--- src/rtl/asw_pkg.sv ---
package asw_pkg;
   typedef enum logic [2:0] {
      PH_IDLE,
      PH_TURN,
      PH_SETUP,
      PH_STROBE,
      PH_HOLD
   } asw_phase_e;

   localparam logic [1:0] PREV_NONE  = 2'd0;
   localparam logic [1:0] PREV_READ  = 2'd1;
   localparam logic [1:0] PREV_WRITE = 2'd2;

   function automatic int max2(input int a, input int b);
      return (a > b) ? a : b;
   endfunction
endpackage

--- src/rtl/asw_sync.sv ---
module asw_sync #(
   parameter int   STAGES  = 2,
   parameter logic RST_VAL = 1'b1
) (
   input  logic clk,
   input  logic rst_n,
   input  logic d,
   output logic q
);
   generate
      if (STAGES < 2) begin : g_bad_stages
         $fatal(1, "asw_sync needs at least two stages");
      end
   endgenerate

   logic [STAGES-1:0] sr_q;

   always_ff @(posedge clk or negedge rst_n) begin
      if (!rst_n) sr_q <= {STAGES{RST_VAL}};
      else        sr_q <= {sr_q[STAGES-2:0], d};
   end

   assign q = sr_q[STAGES-1];
endmodule

--- src/rtl/asw_phase_timer.sv ---
module asw_phase_timer #(
   parameter int W = 6
) (
   input  logic         clk,
   input  logic         rst_n,
   input  logic         load,
   input  logic [W-1:0] load_val,
   output logic         zero
);
   logic [W-1:0] cnt_q;

   always_ff @(posedge clk or negedge rst_n) begin
      if (!rst_n)              cnt_q <= '0;
      else if (load)           cnt_q <= load_val;
      else if (cnt_q != '0)    cnt_q <= cnt_q - 1'b1;
   end

   assign zero = (cnt_q == '0);
endmodule

--- src/rtl/asw_lane_sel.sv ---
module asw_lane_sel #(
   parameter int DATA_W = 32,
   parameter int DEV_W  = 16,
   parameter int SUB_IW = 1
) (
   input  logic [DATA_W-1:0]   word,
   input  logic [DATA_W/8-1:0] be,
   input  logic [SUB_IW-1:0]   sub,
   output logic [DEV_W-1:0]    lane,
   output logic [DEV_W/8-1:0]  lane_bm_n
);
   localparam int SUBS = DATA_W / DEV_W;
   localparam int LB   = DEV_W / 8;

   generate
      if (SUBS == 1) begin : g_full
         logic unused_sub;
         assign unused_sub = ^sub;
         assign lane      = word;
         assign lane_bm_n = ~be;
      end else begin : g_split
         always_comb begin
            lane      = word[int'(sub)*DEV_W +: DEV_W];
            lane_bm_n = ~be[int'(sub)*LB +: LB];
         end
      end
   endgenerate
endmodule

--- src/rtl/asram_wr_seq.sv ---
module asram_wr_seq
   import asw_pkg::*;
#(
   parameter int ADDR_W = 20,
   parameter int DATA_W = 32,
   parameter int DEV_W  = 16,
   parameter int TA_W   = 3,
   parameter int SU_W   = 4,
   parameter int ST_W   = 6,
   parameter int HD_W   = 3,
   localparam int SUBS  = DATA_W / DEV_W,
   localparam int MAW   = ADDR_W + $clog2(SUBS),
   localparam int LB    = DEV_W / 8
) (
   input  logic                clk,
   input  logic                rst_n,
   input  logic                req_valid,
   output logic                req_ack,
   input  logic                req_win,
   input  logic [1:0]          req_prev,
   input  logic [ADDR_W-1:0]   req_addr,
   input  logic [DATA_W-1:0]   req_data,
   input  logic [DATA_W/8-1:0] req_be,
   input  logic [TA_W-1:0]     cfg_turn,
   input  logic [SU_W-1:0]     cfg_setup,
   input  logic [ST_W-1:0]     cfg_strobe,
   input  logic [HD_W-1:0]     cfg_hold,
   input  logic                mem_wait_n,
   output logic                mem_cs_n,
   output logic                mem_we_n,
   output logic                mem_oe_n,
   output logic [LB-1:0]       mem_bm_n,
   output logic [MAW-1:0]      mem_addr,
   output logic [DEV_W-1:0]    mem_dout,
   output logic                mem_dout_en,
   output logic                wr_done,
   output logic                wr_abort
);
   localparam int SUB_IW = (SUBS > 1) ? $clog2(SUBS) : 1;
   localparam int CW     = max2(max2(TA_W, SU_W), max2(ST_W, HD_W));

   generate
      if (DEV_W != 8 && DEV_W != 16 && DEV_W != 32) begin : g_bad_dev
         $fatal(1, "DEV_W must be 8, 16 or 32");
      end
      if (DATA_W < DEV_W || (DATA_W % DEV_W) != 0 || SUBS > 4) begin : g_bad_ratio
         $fatal(1, "DATA_W must be DEV_W times 1, 2 or 4");
      end
   endgenerate

   asw_phase_e          phase_q, nxt;
   logic [ADDR_W-1:0]   addr_q;
   logic [DATA_W-1:0]   data_q;
   logic [DATA_W/8-1:0] be_q;
   logic [SUB_IW-1:0]   sub_q;
   logic [SU_W-1:0]     su_q;
   logic [ST_W-1:0]     st_q;
   logic [HD_W-1:0]     hd_q;
   logic                done_q, abort_q;

   logic                wait_sync, wait_act;
   logic                t_load, t_zero;
   logic [CW-1:0]       t_lval;
   logic                accept, latch_cfg, sub_inc, do_done, do_abort;
   logic                last_sub;
   logic [TA_W-1:0]     turn_len;

   asw_phase_e          br_nxt;
   logic [CW-1:0]       br_lval;
   logic                br_latch, br_abort;

   asw_sync #(.STAGES(2), .RST_VAL(1'b1)) u_wait_sync (
      .clk  (clk),
      .rst_n(rst_n),
      .d    (mem_wait_n),
      .q    (wait_sync)
   );
   assign wait_act = ~wait_sync;

   asw_phase_timer #(.W(CW)) u_timer (
      .clk     (clk),
      .rst_n   (rst_n),
      .load    (t_load),
      .load_val(t_lval),
      .zero    (t_zero)
   );

   assign last_sub = (sub_q == SUB_IW'(SUBS - 1));

   // turnaround length chosen by the previous operation type
   always_comb begin
      if (req_prev == PREV_WRITE)                         turn_len = '0;
      else if (req_prev == PREV_READ && cfg_turn == '0)   turn_len = TA_W'(1);
      else                                                turn_len = cfg_turn;
   end

   // outcome of capturing a new request
   always_comb begin
      br_nxt   = PH_TURN;
      br_lval  = CW'(turn_len - TA_W'(1));
      br_latch = 1'b0;
      br_abort = 1'b0;
      if (turn_len == '0) begin
         if (req_win) begin
            br_nxt   = PH_SETUP;
            br_lval  = CW'(cfg_setup);
            br_latch = 1'b1;
         end else begin
            br_nxt   = PH_IDLE;
            br_lval  = '0;
            br_abort = 1'b1;
         end
      end
   end

   always_comb begin
      nxt       = phase_q;
      accept    = 1'b0;
      t_load    = 1'b0;
      t_lval    = '0;
      latch_cfg = 1'b0;
      sub_inc   = 1'b0;
      do_done   = 1'b0;
      do_abort  = 1'b0;
      unique case (phase_q)
         PH_IDLE: begin
            if (req_valid) begin
               accept    = 1'b1;
               nxt       = br_nxt;
               t_load    = 1'b1;
               t_lval    = br_lval;
               latch_cfg = br_latch;
               do_abort  = br_abort;
            end
         end
         PH_TURN: begin
            if (t_zero) begin
               if (req_win) begin
                  nxt       = PH_SETUP;
                  t_load    = 1'b1;
                  t_lval    = CW'(cfg_setup);
                  latch_cfg = 1'b1;
               end else begin
                  nxt      = PH_IDLE;
                  do_abort = 1'b1;
               end
            end
         end
         PH_SETUP: begin
            if (t_zero) begin
               nxt    = PH_STROBE;
               t_load = 1'b1;
               t_lval = CW'(st_q);
            end
         end
         PH_STROBE: begin
            if (t_zero && !wait_act) begin
               nxt    = PH_HOLD;
               t_load = 1'b1;
               t_lval = CW'(hd_q);
            end
         end
         PH_HOLD: begin
            if (t_zero) begin
               if (!last_sub) begin
                  nxt     = PH_SETUP;
                  t_load  = 1'b1;
                  t_lval  = CW'(su_q);
                  sub_inc = 1'b1;
               end else begin
                  do_done = 1'b1;
                  if (req_valid) begin
                     accept    = 1'b1;
                     nxt       = br_nxt;
                     t_load    = 1'b1;
                     t_lval    = br_lval;
                     latch_cfg = br_latch;
                     do_abort  = br_abort;
                  end else begin
                     nxt = PH_IDLE;
                  end
               end
            end
         end
         default: nxt = PH_IDLE;
      endcase
   end

   always_ff @(posedge clk or negedge rst_n) begin
      if (!rst_n) begin
         phase_q <= PH_IDLE;
         addr_q  <= '0;
         data_q  <= '0;
         be_q    <= '0;
         sub_q   <= '0;
         su_q    <= '0;
         st_q    <= '0;
         hd_q    <= '0;
         done_q  <= 1'b0;
         abort_q <= 1'b0;
      end else begin
         phase_q <= nxt;
         done_q  <= do_done;
         abort_q <= do_abort;
         if (accept) begin
            addr_q <= req_addr;
            data_q <= req_data;
            be_q   <= req_be;
            sub_q  <= '0;
         end else if (sub_inc) begin
            sub_q  <= sub_q + 1'b1;
         end
         if (latch_cfg) begin
            su_q <= cfg_setup;
            st_q <= cfg_strobe;
            hd_q <= cfg_hold;
         end
      end
   end

   logic [LB-1:0] lane_bm_n;

   asw_lane_sel #(.DATA_W(DATA_W), .DEV_W(DEV_W), .SUB_IW(SUB_IW)) u_lane (
      .word     (data_q),
      .be       (be_q),
      .sub      (sub_q),
      .lane     (mem_dout),
      .lane_bm_n(lane_bm_n)
   );

   generate
      if (SUBS == 1) begin : g_addr_word
         assign mem_addr = addr_q;
      end else begin : g_addr_sub
         assign mem_addr = {addr_q, sub_q};
      end
   endgenerate

   logic driving;
   assign driving     = (phase_q == PH_SETUP) || (phase_q == PH_STROBE) || (phase_q == PH_HOLD);
   assign mem_cs_n    = ~driving;
   assign mem_we_n    = (phase_q != PH_STROBE);
   assign mem_oe_n    = 1'b1;
   assign mem_bm_n    = (phase_q == PH_STROBE) ? lane_bm_n : {LB{1'b1}};
   assign mem_dout_en = driving;
   assign req_ack     = accept;
   assign wr_done     = done_q;
   assign wr_abort    = abort_q;
endmodule

--- config.mk ---
export PLATFORM = sky130hd
export DESIGN_NAME = asram_wr_seq
export DESIGN_NICKNAME = d
export VERILOG_FILES = /design/src/rtl/asw_pkg.sv /design/src/rtl/asw_sync.sv /design/src/rtl/asw_phase_timer.sv /design/src/rtl/asw_lane_sel.sv /design/src/rtl/asram_wr_seq.sv
export SDC_FILE = /design/constraint.sdc
export NUM_CORES = 1
export LEC_CHECK = 0
export BUFFER_PORTS_ARGS = -buffer_cell sky130_fd_sc_hd__buf_2
export CAP_MARGIN = 5
export CORE_MARGIN = 5
export CORE_UTILIZATION = 40
export CTS_CLUSTER_DIAMETER = 40
export CTS_CLUSTER_SIZE = 20
export DETAILED_ROUTE_END_ITERATION = 12
export GPL_ROUTABILITY_DRIVEN = 0
export PLACE_DENSITY = 0.76
export SLEW_MARGIN = 20
export SYNTH_ARGS = -nofsm -noshare
export SYNTH_HDL_FRONTEND = slang
export SYNTH_SLANG_ARGS = --single-unit
--- constraint.sdc ---
create_clock -name clk -period 3.6 [get_ports clk]
set_clock_uncertainty 0.2 [all_clocks]
set_input_delay 0 -clock clk [delete_from_list [all_inputs] [get_ports clk]]
set_output_delay 0 -clock clk [all_outputs]
set_load 0.02 [all_outputs]
==> impl_metrics.toml, run 1 <==
[synth]
syn_area_per_cell_sq_um = 9.17
synthTopCellsByCount = "186 x sky130_fd_sc_hd__nand2_1, 81 x sky130_fd_sc_hd__dfrtp_1, 18 x sky130_fd_sc_hd__clkbuf_1, 18 x sky130_fd_sc_hd__mux2_2"
synth_cells = 434
post_synth_num_cell_types = 53
synth_area_sq_um = 3980
synth_area_leaders = "sky130_fd_sc_hd__dfrtp_1 51%, sky130_fd_sc_hd__nand2_1 18%, sky130_fd_sc_hd__mux2_2 5.1%"
ys.flop_type = "sky130_fd_sc_hd__dfrtp_1"
yosysMostFrequentCell = "sky130_fd_sc_hd__nand2_1"
synth_edf_count = 0
yosysTopAreaCellShare_pct = 50.9
yosys_warnings = 0
synth.net_count = 516
fraction_of_registers_with_async_set_or_reset_after_synthesis_pct = 100
ys_ff_latch = 83
synthDominantAreaCellType = "sky130_fd_sc_hd__dfrtp_1"
seq_area_frac_synth_pct = 52.2

[final_layout]
post-route-cell-area_sq_um = 5680
num_antenna_cells = 0
final_core_utilization_pct = 58.4
area_delta_synth_final_pct = 42.8
instances_no_fill = 762
final_layout_size_suffix_gt1_share_pct = 28.8
fin_nets = 707

[grt]
antenna_found_initial = 0
grt_overflow_total = 0
grt_first_pass_wirelength_um = 18500
met1_usage_pct = 23.9
use_met2_pct = 34.0
global_route.peak_usage_layer = "met2"
grt_max_degree = 84
grt.met3_usage_pct = 5.34
groute.usage.overall_pct = 19.9
first_global_vias = 3900

[power]
power_switching_share_pct = 40.1
p_clk_share_pct = 16.4
power.ir.vdd_worst_mv = 0.364
power_frac_seq_pct = 40.9
p_leak_nw = 2.95
power.total_mw = 3.98
internal-power_mw = 2.39
comb_power_share_pct = 42.7
power.density_nw_per_um2 = 701
p_switching_mw = 1.60

[clock_tree]
post-cts-setup-buffers = 0
cts_num_sinks = 83
cts.htree.levels = 3
cts_inserted_buffers = 9
clock_latency_ns = 0.36
clkSlewWorstSetupHoldPaths_ns = 0.08
tritoncts = "done"
ctsResizeCount = 0
cts_root_buf = "sky130_fd_sc_hd__clkbuf_8"
cts-root-to-sink-buffers = 2

[detailed_routing]
vias = 3761
viasPerCell = 4.94
drt_first_pass_iters = 5
detail_route.drc_violations = 0
drtIter0Drc = 207
wl_per_cell_um = 14.8
detail_route.wirelength_um = 11300
antenna_left = 0

[timing]
finalHoldViolations = 0
finalWorstSetupSlack_ns = 0.540
post-route-min-period_ns = 3.06
tightestPinTransition_ns = 0.981
finalCritPeriodShare_pct = 85.0
finalSetupViolations = 0
max_freq_ghz = 0.327
rsz0062_at_grt = "false"
maxSlewViolCount = 0
slew_headroom_pct = 34.6
final.hold.worst_slack_ns = 0.0273
setup-tns-final_ns = 0

[floorplanning]
fp.coreArea_sq_um = 9730
floorplan.die.height_um = 110
io_pins = 125
num_rows = 36
dieArea_sq_um = 12000
die-width_um = 110
start_util_pct = 40.9

[placement]
inst_count_dp = 669
port-buffer-count = 123
dpl.hpwl_um = 7070
place_worst_setup_slack_ns = 0.693
placed_area_sq_um = 4700

[run]
cap_viol_max_count = 0

[critical_path]
cp.required_ns = 3.70
crit_fanout = 58
crit_arrival_ns = 3.16
setup.worst_path.start_class = "flop"
worst_setup_path_end_kind = "flop"
critical_path_class = "reg -> reg"
regToRegSetupSlack_ns = 0.54

[worst_hold_path]
type_of_the_most_critical_hold_path = "in -> async"

[run_status]
run_status = "finished clean"
-- cells in the final DEF, fill, tap and decap left out, types with 2 or more instances in the layout --
| cell | Yosys | routed |
|---|---|---|
| sky130_fd_sc_hd__clkbuf_8 | 0 | 14 |
| sky130_fd_sc_hd__a21oi_1 | 10 | 10 |
| sky130_fd_sc_hd__o211ai_1 | 5 | 5 |
| sky130_fd_sc_hd__dfstp_2 | 2 | 2 |
| sky130_fd_sc_hd__buf_4 | 2 | 4 |
| sky130_fd_sc_hd__a221oi_1 | 2 | 2 |
| sky130_fd_sc_hd__or3_1 | 3 | 3 |
| sky130_fd_sc_hd__mux2_1 | 3 | 3 |
| sky130_fd_sc_hd__nand2_1 | 186 | 186 |
| sky130_fd_sc_hd__ha_1 | 3 | 3 |
| sky130_fd_sc_hd__xor2_1 | 2 | 2 |
| sky130_fd_sc_hd__nand3_1 | 11 | 11 |
| sky130_fd_sc_hd__dlygate4sd3_1 | 0 | 78 |
| sky130_fd_sc_hd__mux2_2 | 18 | 18 |
| sky130_fd_sc_hd__inv_1 | 7 | 7 |
| sky130_fd_sc_hd__nor2b_1 | 3 | 3 |
| sky130_fd_sc_hd__nor2_1 | 11 | 11 |
| sky130_fd_sc_hd__buf_2 | 2 | 122 |
| sky130_fd_sc_hd__a22oi_1 | 5 | 5 |
| sky130_fd_sc_hd__a41o_1 | 2 | 2 |
| sky130_fd_sc_hd__dfrtp_1 | 81 | 81 |
| sky130_fd_sc_hd__nor3_1 | 4 | 4 |
| sky130_fd_sc_hd__mux2_4 | 10 | 10 |
| sky130_fd_sc_hd__a32oi_1 | 3 | 3 |
| sky130_fd_sc_hd__o21ai_0 | 7 | 7 |
| sky130_fd_sc_hd__nand2b_1 | 5 | 5 |
-- final timing paths --
check                                    start                  end  cells past startpoint
setup / recovery              u_timer.cnt_q[0]             wr_abort                     10
hold / removal                           rst_n            addr_q[0]                      2
setup reg to reg              u_timer.cnt_q[0]             wr_abort                     10
hold reg to reg            u_wait_sync.sr_q[0]  u_wait_sync.sr_q[1]                      0
max in group asynchronous                rst_n     u_timer.cnt_q[4]                      2
min in group clk                   req_prev[0]     u_timer.cnt_q[0]                      5
-- critical path, cell delays in order, from the launching register on --
cell and delay, ns:
sky130_fd_sc_hd__dfrtp_1 0.40, sky130_fd_sc_hd__inv_1 0.09, sky130_fd_sc_hd__ha_1 0.19, sky130_fd_sc_hd__or3b_4 0.41, sky130_fd_sc_hd__nor3_2 0.12, sky130_fd_sc_hd__buf_4 0.21
sky130_fd_sc_hd__a41oi_4 0.13, sky130_fd_sc_hd__buf_4 0.34, sky130_fd_sc_hd__o32a_1 0.23, sky130_fd_sc_hd__nor2_1 0.11, sky130_fd_sc_hd__dlygate4sd3_1 0.56
-- state kept, by name, summed over array words and instances, names as in the netlist --
register          flops
u_timer.cnt_q         6
wr_done               1
be_q                  4
st_q                  6
addr_q               20
last_sub              1
su_q                  4
hd_q                  3
wr_abort              1
phase_q               3
data_q               32
u_wait_sync.sr_q      2
-- layer usage --
layer	share of wire, %	routed length (um)
met1	40	4500
met4	2.5	278
met2	50	5640
met5	0	0
met3	7.8	885
-- power groups by stage --
stage / logic (mW) / registers [mW] / clock network [mW]
floorplan: 1.07 / 1.66 / 0
global placement: 1.59 / 1.61 / 0
detailed placement: 1.63 / 1.63 / 0
CTS: 1.70 / 1.62 / 0.688
global route: 1.88 / 1.68 / 0.712
finish: 1.70 / 1.63 / 0.654
-- area by class of cell --
class | count | area [sq um]
Fill cell | 827 | 4050
Sequential cell | 83 | 2080
Multi-Input combinational cell | 318 | 1780
Timing Repair Buffer | 205 | 1430
Clock buffer | 14 | 193
Tap cell | 133 | 166
Inverter | 8 | 30.0
Clock inverter | 1 | 5.00
-- kinds of logic after synthesis --
logic type / after synthesis / synth area share (%)
AO/OA/AOI/OAI: 44 / 7.67
XOR/XNOR: 3 / 0.660
buffers and inverters: 33 / 3.55
adder cells (fa/ha/maj): 3 / 0.943
multiplexers: 31 / 9.71
AND/OR/NAND/NOR: 236 / 25.1
other: 1 / 0.0942
flip-flops: 83 / 52.2
-- timing repair --
| action | 4_1_cts | 5_1_grt |
|---|---|---|
| hold buffers | 78 | 0 |
| endpoints found under the hold margin | 161 | 0 |
| endpoints found under the setup margin | 0 | 0 |
(Power assumes the default switching activity.)
==> run 2: changes to the inputs <==
--- a/config.mk
+++ b/config.mk
@@ -5,6 +5,7 @@
 export SDC_FILE = /design/constraint.sdc
 export NUM_CORES = 1
 export LEC_CHECK = 0
+export ABC_AREA = 1
 export BUFFER_PORTS_ARGS = -buffer_cell sky130_fd_sc_hd__buf_2
 export CAP_MARGIN = 5
 export CORE_MARGIN = 5
@@ -13,7 +14,7 @@
 export CTS_CLUSTER_SIZE = 20
 export DETAILED_ROUTE_END_ITERATION = 12
 export GPL_ROUTABILITY_DRIVEN = 0
-export PLACE_DENSITY = 0.76
+export PLACE_DENSITY = 0.75
 export SLEW_MARGIN = 20
 export SYNTH_ARGS = -nofsm -noshare
 export SYNTH_HDL_FRONTEND = slang
==> constraint.sdc (replaced) <==
create_clock -name clk -period 3.2 [get_ports clk]
set_clock_uncertainty 0.2 [all_clocks]
set_input_delay 0 -clock clk [delete_from_list [all_inputs] [get_ports clk]]
set_output_delay 0 -clock clk [all_outputs]
set_load 0.02 [all_outputs]
==> run 2 against run 1 <==
Hold slack improved by 0.0057 ns. Global-route usage decreased by 1.7 points. Sequential share of layout area decreased by 2.1 points. Non-clock buffer count unchanged. Final area up 5.9%. Combinational power rose by 41%. Clock-buffer cell count is 2 lower. Largest cell class unchanged. Die area grew 8.8%. Critical path depth is the same. Worst setup slack got worse by 0.27 ns. Via count increased by 6.9%. Utilization is 2.6 points lower.
==> impl_metrics.toml, run 2 <==
[power]
p_clk_share_pct = 15.0
p_switching_mw = 2.13
internal-power_mw = 2.80
power.density_nw_per_um2 = 819
power.ir.vdd_worst_mv = 0.491
power_switching_share_pct = 43.2
power_frac_seq_pct = 36.3
p_leak_nw = 2.98
comb_power_share_pct = 48.6

[synth]
ys.flop_type = "sky130_fd_sc_hd__dfrtp_1"
fraction_of_registers_with_async_set_or_reset_after_synthesis_pct = 100
synth_area_sq_um = 4370
yosys_warnings = 0
seq_area_frac_synth_pct = 47.6
synth_area_leaders = "sky130_fd_sc_hd__dfrtp_1 46%, sky130_fd_sc_hd__o21ai_2 10%, sky130_fd_sc_hd__inv_1 7.7%"
syn_area_per_cell_sq_um = 8.56
synth_edf_count = 0
yosysTopAreaCellShare_pct = 46.4
synthDominantAreaCellType = "sky130_fd_sc_hd__dfrtp_1"
synthTopCellsByCount = "90 x sky130_fd_sc_hd__inv_1, 85 x sky130_fd_sc_hd__nand2_1, 81 x sky130_fd_sc_hd__dfrtp_1, 51 x sky130_fd_sc_hd__nand2_2, 51 x sky130_fd_sc_hd__o21ai_2"
yosysMostFrequentCell = "sky130_fd_sc_hd__inv_1"
ys_ff_latch = 83
synth_cells = 510
synth.net_count = 592
post_synth_num_cell_types = 33

[grt]
antenna_found_initial = 0
grt_max_degree = 84
grt_overflow_total = 0
groute.usage.overall_pct = 18.2
first_global_vias = 4263
grt_first_pass_wirelength_um = 19300

[clock_tree]
clkSlewWorstSetupHoldPaths_ns = 0.08
cts.htree.levels = 3
cts-root-to-sink-buffers = 2
cts_inserted_buffers = 9
tritoncts = "done"
cts_num_sinks = 83
ctsResizeCount = 0
cts_root_buf = "sky130_fd_sc_hd__clkbuf_8"
clock_latency_ns = 0.35

[worst_hold_path]
worst_hold_startpoint = "cfg_turn[0]"
type_of_the_most_critical_hold_path = "in -> reg"
min_delay_path_depth = 6
holdPathEnd = "u_timer.cnt_q[3]"

[timing]
maxSlewViolCount = 0
rsz0062_at_grt = "false"
finalWorstSetupSlack_ns = 0.272
setup-tns-final_ns = 0
finalSetupViolations = 0
max_freq_ghz = 0.341
tightestPinTransition_ns = 0.795
finalCritPeriodShare_pct = 91.5
slew_headroom_pct = 47.0
finalHoldViolations = 0
post-route-min-period_ns = 2.93

[placement]
place_worst_setup_slack_ns = 0.607
port-buffer-count = 123
placed_area_sq_um = 5050
inst_count_dp = 756
dpl.hpwl_um = 7520

[final_layout]
num_antenna_cells = 0
fill_cells = 936
largest_reg_flops = 32
fin_nets = 786
area_delta_synth_final_pct = 37.9
final_common_cell = "sky130_fd_sc_hd__buf_2"
final_cell_mix = "122 x sky130_fd_sc_hd__buf_2, 90 x sky130_fd_sc_hd__inv_1, 85 x sky130_fd_sc_hd__nand2_1"
final_core_utilization_pct = 55.8
post-route-cell-area_sq_um = 6020
registers.top_by_ff_count = "data_q"
final_layout_size_suffix_gt1_share_pct = 36.1
biggestRegsByFlops = "data_q (32), addr_q (20)"
instances_no_fill = 849

[floorplanning]
die-width_um = 114
dieArea_sq_um = 13100
io_pins = 125
num_rows = 38
fp.coreArea_sq_um = 10800
floorplan.die.height_um = 114
start_util_pct = 40.5

[critical_path]
crit_arrival_ns = 2.73
critical_path_class = "reg -> out"
cp.required_ns = 3.00
regToRegSetupSlack_ns = 0.59
rr_worst_depth = 10
timing.rr.start = "u_timer.cnt_q[0]"
crit_fanout = 60
worst_setup_path_end_kind = "output port"
rr_endpoint = "addr_q[5]"
setup.worst_path.start_class = "flop"

[run]
cap_viol_max_count = 0

[run_status]
run_status = "finished clean"

[detailed_routing]
drtIter0Drc = 203
antenna_left = 0
detail_route.wirelength_um = 11400
detail_route.drc_violations = 0
vias = 4019
drt_first_pass_iters = 4
viasPerCell = 4.73
wl_per_cell_um = 13.4
==> run 2: critical path, stage by stage (launching register included) <==
cell	delay (ns)
sky130_fd_sc_hd__dfrtp_1	0.40
sky130_fd_sc_hd__inv_1	0.08
sky130_fd_sc_hd__ha_1	0.21
sky130_fd_sc_hd__nand2_1	0.13
sky130_fd_sc_hd__nor2_4	0.28
sky130_fd_sc_hd__nand3_2	0.16
sky130_fd_sc_hd__nand2_2	0.16
sky130_fd_sc_hd__inv_2	0.07
sky130_fd_sc_hd__nor3_4	0.28
sky130_fd_sc_hd__buf_12	0.35
sky130_fd_sc_hd__buf_2	0.23
==> run 2: through the flow <==
step / hold slack [ns] / power (mW)
2_1_floorplan: -0.496 / 3.47
3_3_place_gp: -0.0930 / 4.04
3_5_place_dp: -0.0853 / 4.13
4_1_cts: 0.00433 / 4.96
5_1_grt: 0.0449 / 5.31
6_report: 0.0330 / 4.93
==> run 2: worst max path at each step <==
| stage | startpoint | endpoint | slack, ns |
|---|---|---|---|
| after floorplan | u_timer.cnt_q[0] | addr_q[19] | 1.14 |
| after global placement | u_timer.cnt_q[0] | addr_q[5] | 0.75 |
| after detailed placement | u_timer.cnt_q[0] | addr_q[2] | 0.61 |
| after CTS | u_timer.cnt_q[0] | req_ack | 0.27 |
| after global routing | u_timer.cnt_q[0] | req_ack | 0.09 |
| final | u_timer.cnt_q[0] | req_ack | 0.27 |
==> run 2: per-layer routing <==
metal | track usage, % | share of wire [%] | vias to the layer above
met1 | 21.5 | 40 | 1870
met4 | 8.16 | 3.3 | 0
met5 | 0 | 0 | -
met2 | 31.4 | 51 | 138
met3 | 4.18 | 5.2 | 35
li1 | - | - | 1976
==> run 2: logic make-up after synthesis <==
family | synth area share [%]
AND/OR/NAND/NOR | 21.0
buffers and inverters | 12.1
AO/OA/AOI/OAI | 17.5
flip-flops | 47.6
XOR/XNOR | 0.802
adder cells (fa/ha/maj) | 0.860
other | 0.0859
==> run 2: cell type report <==
| type | count | area [sq um] | share of cell area, % |
|---|---|---|---|
| Clock buffer | 12 | 165 | 2.74 |
| Clock inverter | 4 | 31.3 | 0.519 |
| Timing Repair Buffer | 205 | 1460 | 24.2 |
| Inverter | 95 | 357 | 5.92 |
| Multi-Input combinational cell | 310 | 1760 | 29.2 |
| Sequential cell | 83 | 2080 | 34.5 |
| Tap cell | 140 | 175 | 2.91 |
==> run 2: repair_timing <==
item | in CTS | in global routing
setup endpoints to repair | 0 | 0
endpoints found under the hold margin | 159 | 0
buffers inserted | 0 | 0
hold buffers | 77 | 0
==> run 2: power groups by stage <==
stage	registers [mW]	clock network (mW)	logic, mW
final	1.79	0.741	2.40
after global routing	1.84	0.807	2.66
after CTS	1.79	0.761	2.40
after detailed placement	1.81	0	2.32
after global placement	1.79	0	2.25
after floorplan	1.92	0	1.56
==> run 3: changes to the inputs <==
--- a/config.mk
+++ b/config.mk
@@ -5,7 +5,6 @@
 export SDC_FILE = /design/constraint.sdc
 export NUM_CORES = 1
 export LEC_CHECK = 0
-export ABC_AREA = 1
 export BUFFER_PORTS_ARGS = -buffer_cell sky130_fd_sc_hd__buf_2
 export CAP_MARGIN = 5
 export CORE_MARGIN = 5
@@ -14,7 +13,7 @@
 export CTS_CLUSTER_SIZE = 20
 export DETAILED_ROUTE_END_ITERATION = 12
 export GPL_ROUTABILITY_DRIVEN = 0
-export PLACE_DENSITY = 0.75
+export PLACE_DENSITY = 0.76
 export SLEW_MARGIN = 20
 export SYNTH_ARGS = -nofsm -noshare
 export SYNTH_HDL_FRONTEND = slang
==> run 3 against run 2 <==
Hold slack better by 0.019 ns. Fmax is 0.50% lower. Power is 10% lower. Highest routed layer unchanged. Via count is 5.0% lower. Worst setup slack worse by 0.015 ns. Utilization is 2.5 points higher.
==> impl_metrics.toml, run 3 (same netlist as run 1, synthesis figures left out) <==
[grt]
first_global_vias = 4029
grt_max_degree = 84
groute.usage.overall_pct = 20.6
antenna_found_initial = 0
grt_first_pass_wirelength_um = 19100
grt_overflow_total = 0

[timing]
max_freq_ghz = 0.340
maxSlewViolCount = 0
finalCritPeriodShare_pct = 92.0
rsz0062_at_grt = "false"
finalWorstSetupSlack_ns = 0.257
finalSetupViolations = 0
finalHoldViolations = 0
tightestPinTransition_ns = 0.963
final.hold.worst_slack_ns = 0.0524
post-route-min-period_ns = 2.94
slew_headroom_pct = 35.8
setup-tns-final_ns = 0

[final_layout]
final_layout_size_suffix_gt1_share_pct = 28.6
area_delta_synth_final_pct = 42.6
fill_cells = 817
registers.top_by_ff_count = "data_q"
largest_reg_flops = 32
final_cell_mix = "186 x sky130_fd_sc_hd__nand2_1, 122 x sky130_fd_sc_hd__buf_2, 81 x sky130_fd_sc_hd__dfrtp_1"
biggestRegsByFlops = "data_q (32), addr_q (20)"
final_core_utilization_pct = 58.3
final_common_cell = "sky130_fd_sc_hd__nand2_1"
num_antenna_cells = 0
fin_nets = 709

[clock_tree]
cts_root_buf = "sky130_fd_sc_hd__clkbuf_8"
clkSlewWorstSetupHoldPaths_ns = 0.08
cts-root-to-sink-buffers = 2
cts_num_sinks = 83
cts.htree.levels = 3
cts_inserted_buffers = 9
clock_latency_ns = 0.36
tritoncts = "done"
ctsResizeCount = 0

[floorplanning]
dieArea_sq_um = 12000
num_rows = 36
start_util_pct = 40.9
floorplan.die.height_um = 110
io_pins = 125
fp.coreArea_sq_um = 9730
die-width_um = 110

[critical_path]
crit_arrival_ns = 2.98
timing.critical_path.from = "req_prev[0]"
regToRegSetupSlack_ns = 0.45
rr_worst_depth = 8
timing.rr.start = "u_timer.cnt_q[0]"
worstSetupEndpoint = "st_q[0]"
worst_setup_path_end_kind = "flop"
setup.worst_path.start_class = "input port"
cp.required_ns = 3.24
crit_fanout = 13
critical_path_class = "in -> reg"
rr_endpoint = "st_q[0]"

[detailed_routing]
wl_per_cell_um = 15.1
drt_first_pass_iters = 4
viasPerCell = 4.99
detail_route.wirelength_um = 11500
antenna_left = 0
vias = 3819
drtIter0Drc = 191
detail_route.drc_violations = 0

[power]
power.density_nw_per_um2 = 780
power.ir.vdd_worst_mv = 0.477
p_leak_nw = 2.95
power.total_mw = 4.43

[placement]
place_worst_setup_slack_ns = 0.462
port-buffer-count = 123
dpl.hpwl_um = 7100

[run]
cap_viol_max_count = 0

[run_status]
run_status = "finished clean"

[worst_hold_path]
type_of_the_most_critical_hold_path = "in -> async"
## run 3: through the flow
stage	cell area [sq um]	instances
finish	5670	765
global route	5670	765
CTS	5670	765
detailed placement	4720	671
global placement	4720	671
floorplan	3980	434
## run 3: critical path: stages
cell	delay, ns
sky130_fd_sc_hd__dlygate4sd3_1	0.53
sky130_fd_sc_hd__buf_2	0.13
sky130_fd_sc_hd__nor2b_1	0.14
sky130_fd_sc_hd__a221oi_1	0.45
sky130_fd_sc_hd__ha_1	0.34
sky130_fd_sc_hd__a21bo_2	0.30
sky130_fd_sc_hd__a211oi_1	0.37
sky130_fd_sc_hd__a21oi_2	0.33
sky130_fd_sc_hd__mux2_1	0.40
## run 3: area by class of cell
class / instances / area [sq um] / area share [%]
Clock buffer: 14 / 163 / 2.87
Clock inverter: 2 / 10.0 / 0.176
Inverter: 8 / 30.0 / 0.529
Multi-Input combinational cell: 318 / 1780 / 31.3
Sequential cell: 83 / 2080 / 36.6
Tap cell: 133 / 166 / 2.93
Timing Repair Buffer: 207 / 1450 / 25.5
## run 3: report_power, final
part           switching, mW  leakage, nW  internal [mW]
combinational           1.15         1.82          0.800
clock                  0.353       0.0905          0.323
sequential             0.294         1.03           1.51
total                   1.80         2.95           2.63
## run 3: worst min path at each step
| stage | startpoint | to | slack [ns] | cells past startpoint |
|---|---|---|---|---|
| after global placement | mem_wait_n | u_wait_sync.sr_q[0] | -0.09 | 1 |
| final | rst_n | data_q[14] | 0.05 | 2 |
| after global routing | mem_wait_n | u_wait_sync.sr_q[0] | 0.07 | 2 |
| after detailed placement | mem_wait_n | u_wait_sync.sr_q[0] | -0.09 | 1 |
| after CTS | req_prev[1] | u_timer.cnt_q[5] | 0.05 | 5 |
| after floorplan | rst_n | addr_q[0] | -0.50 | 0 |
## run 3: repair_timing
item	in CTS	in global routing
buffers inserted	0	0
hold buffers	78	0
hold endpoints to repair	161	0
## run 3: layer usage
metal,vias up,global-route usage [%],part of all wire (%),routed length (um)
li1,1814,-,-,-
met1,1819,23.6,40,4580
met5,-,0,0,0
met2,156,35.3,50,5740
met4,0,8.82,2.9,333
met3,30,6.64,7.7,884
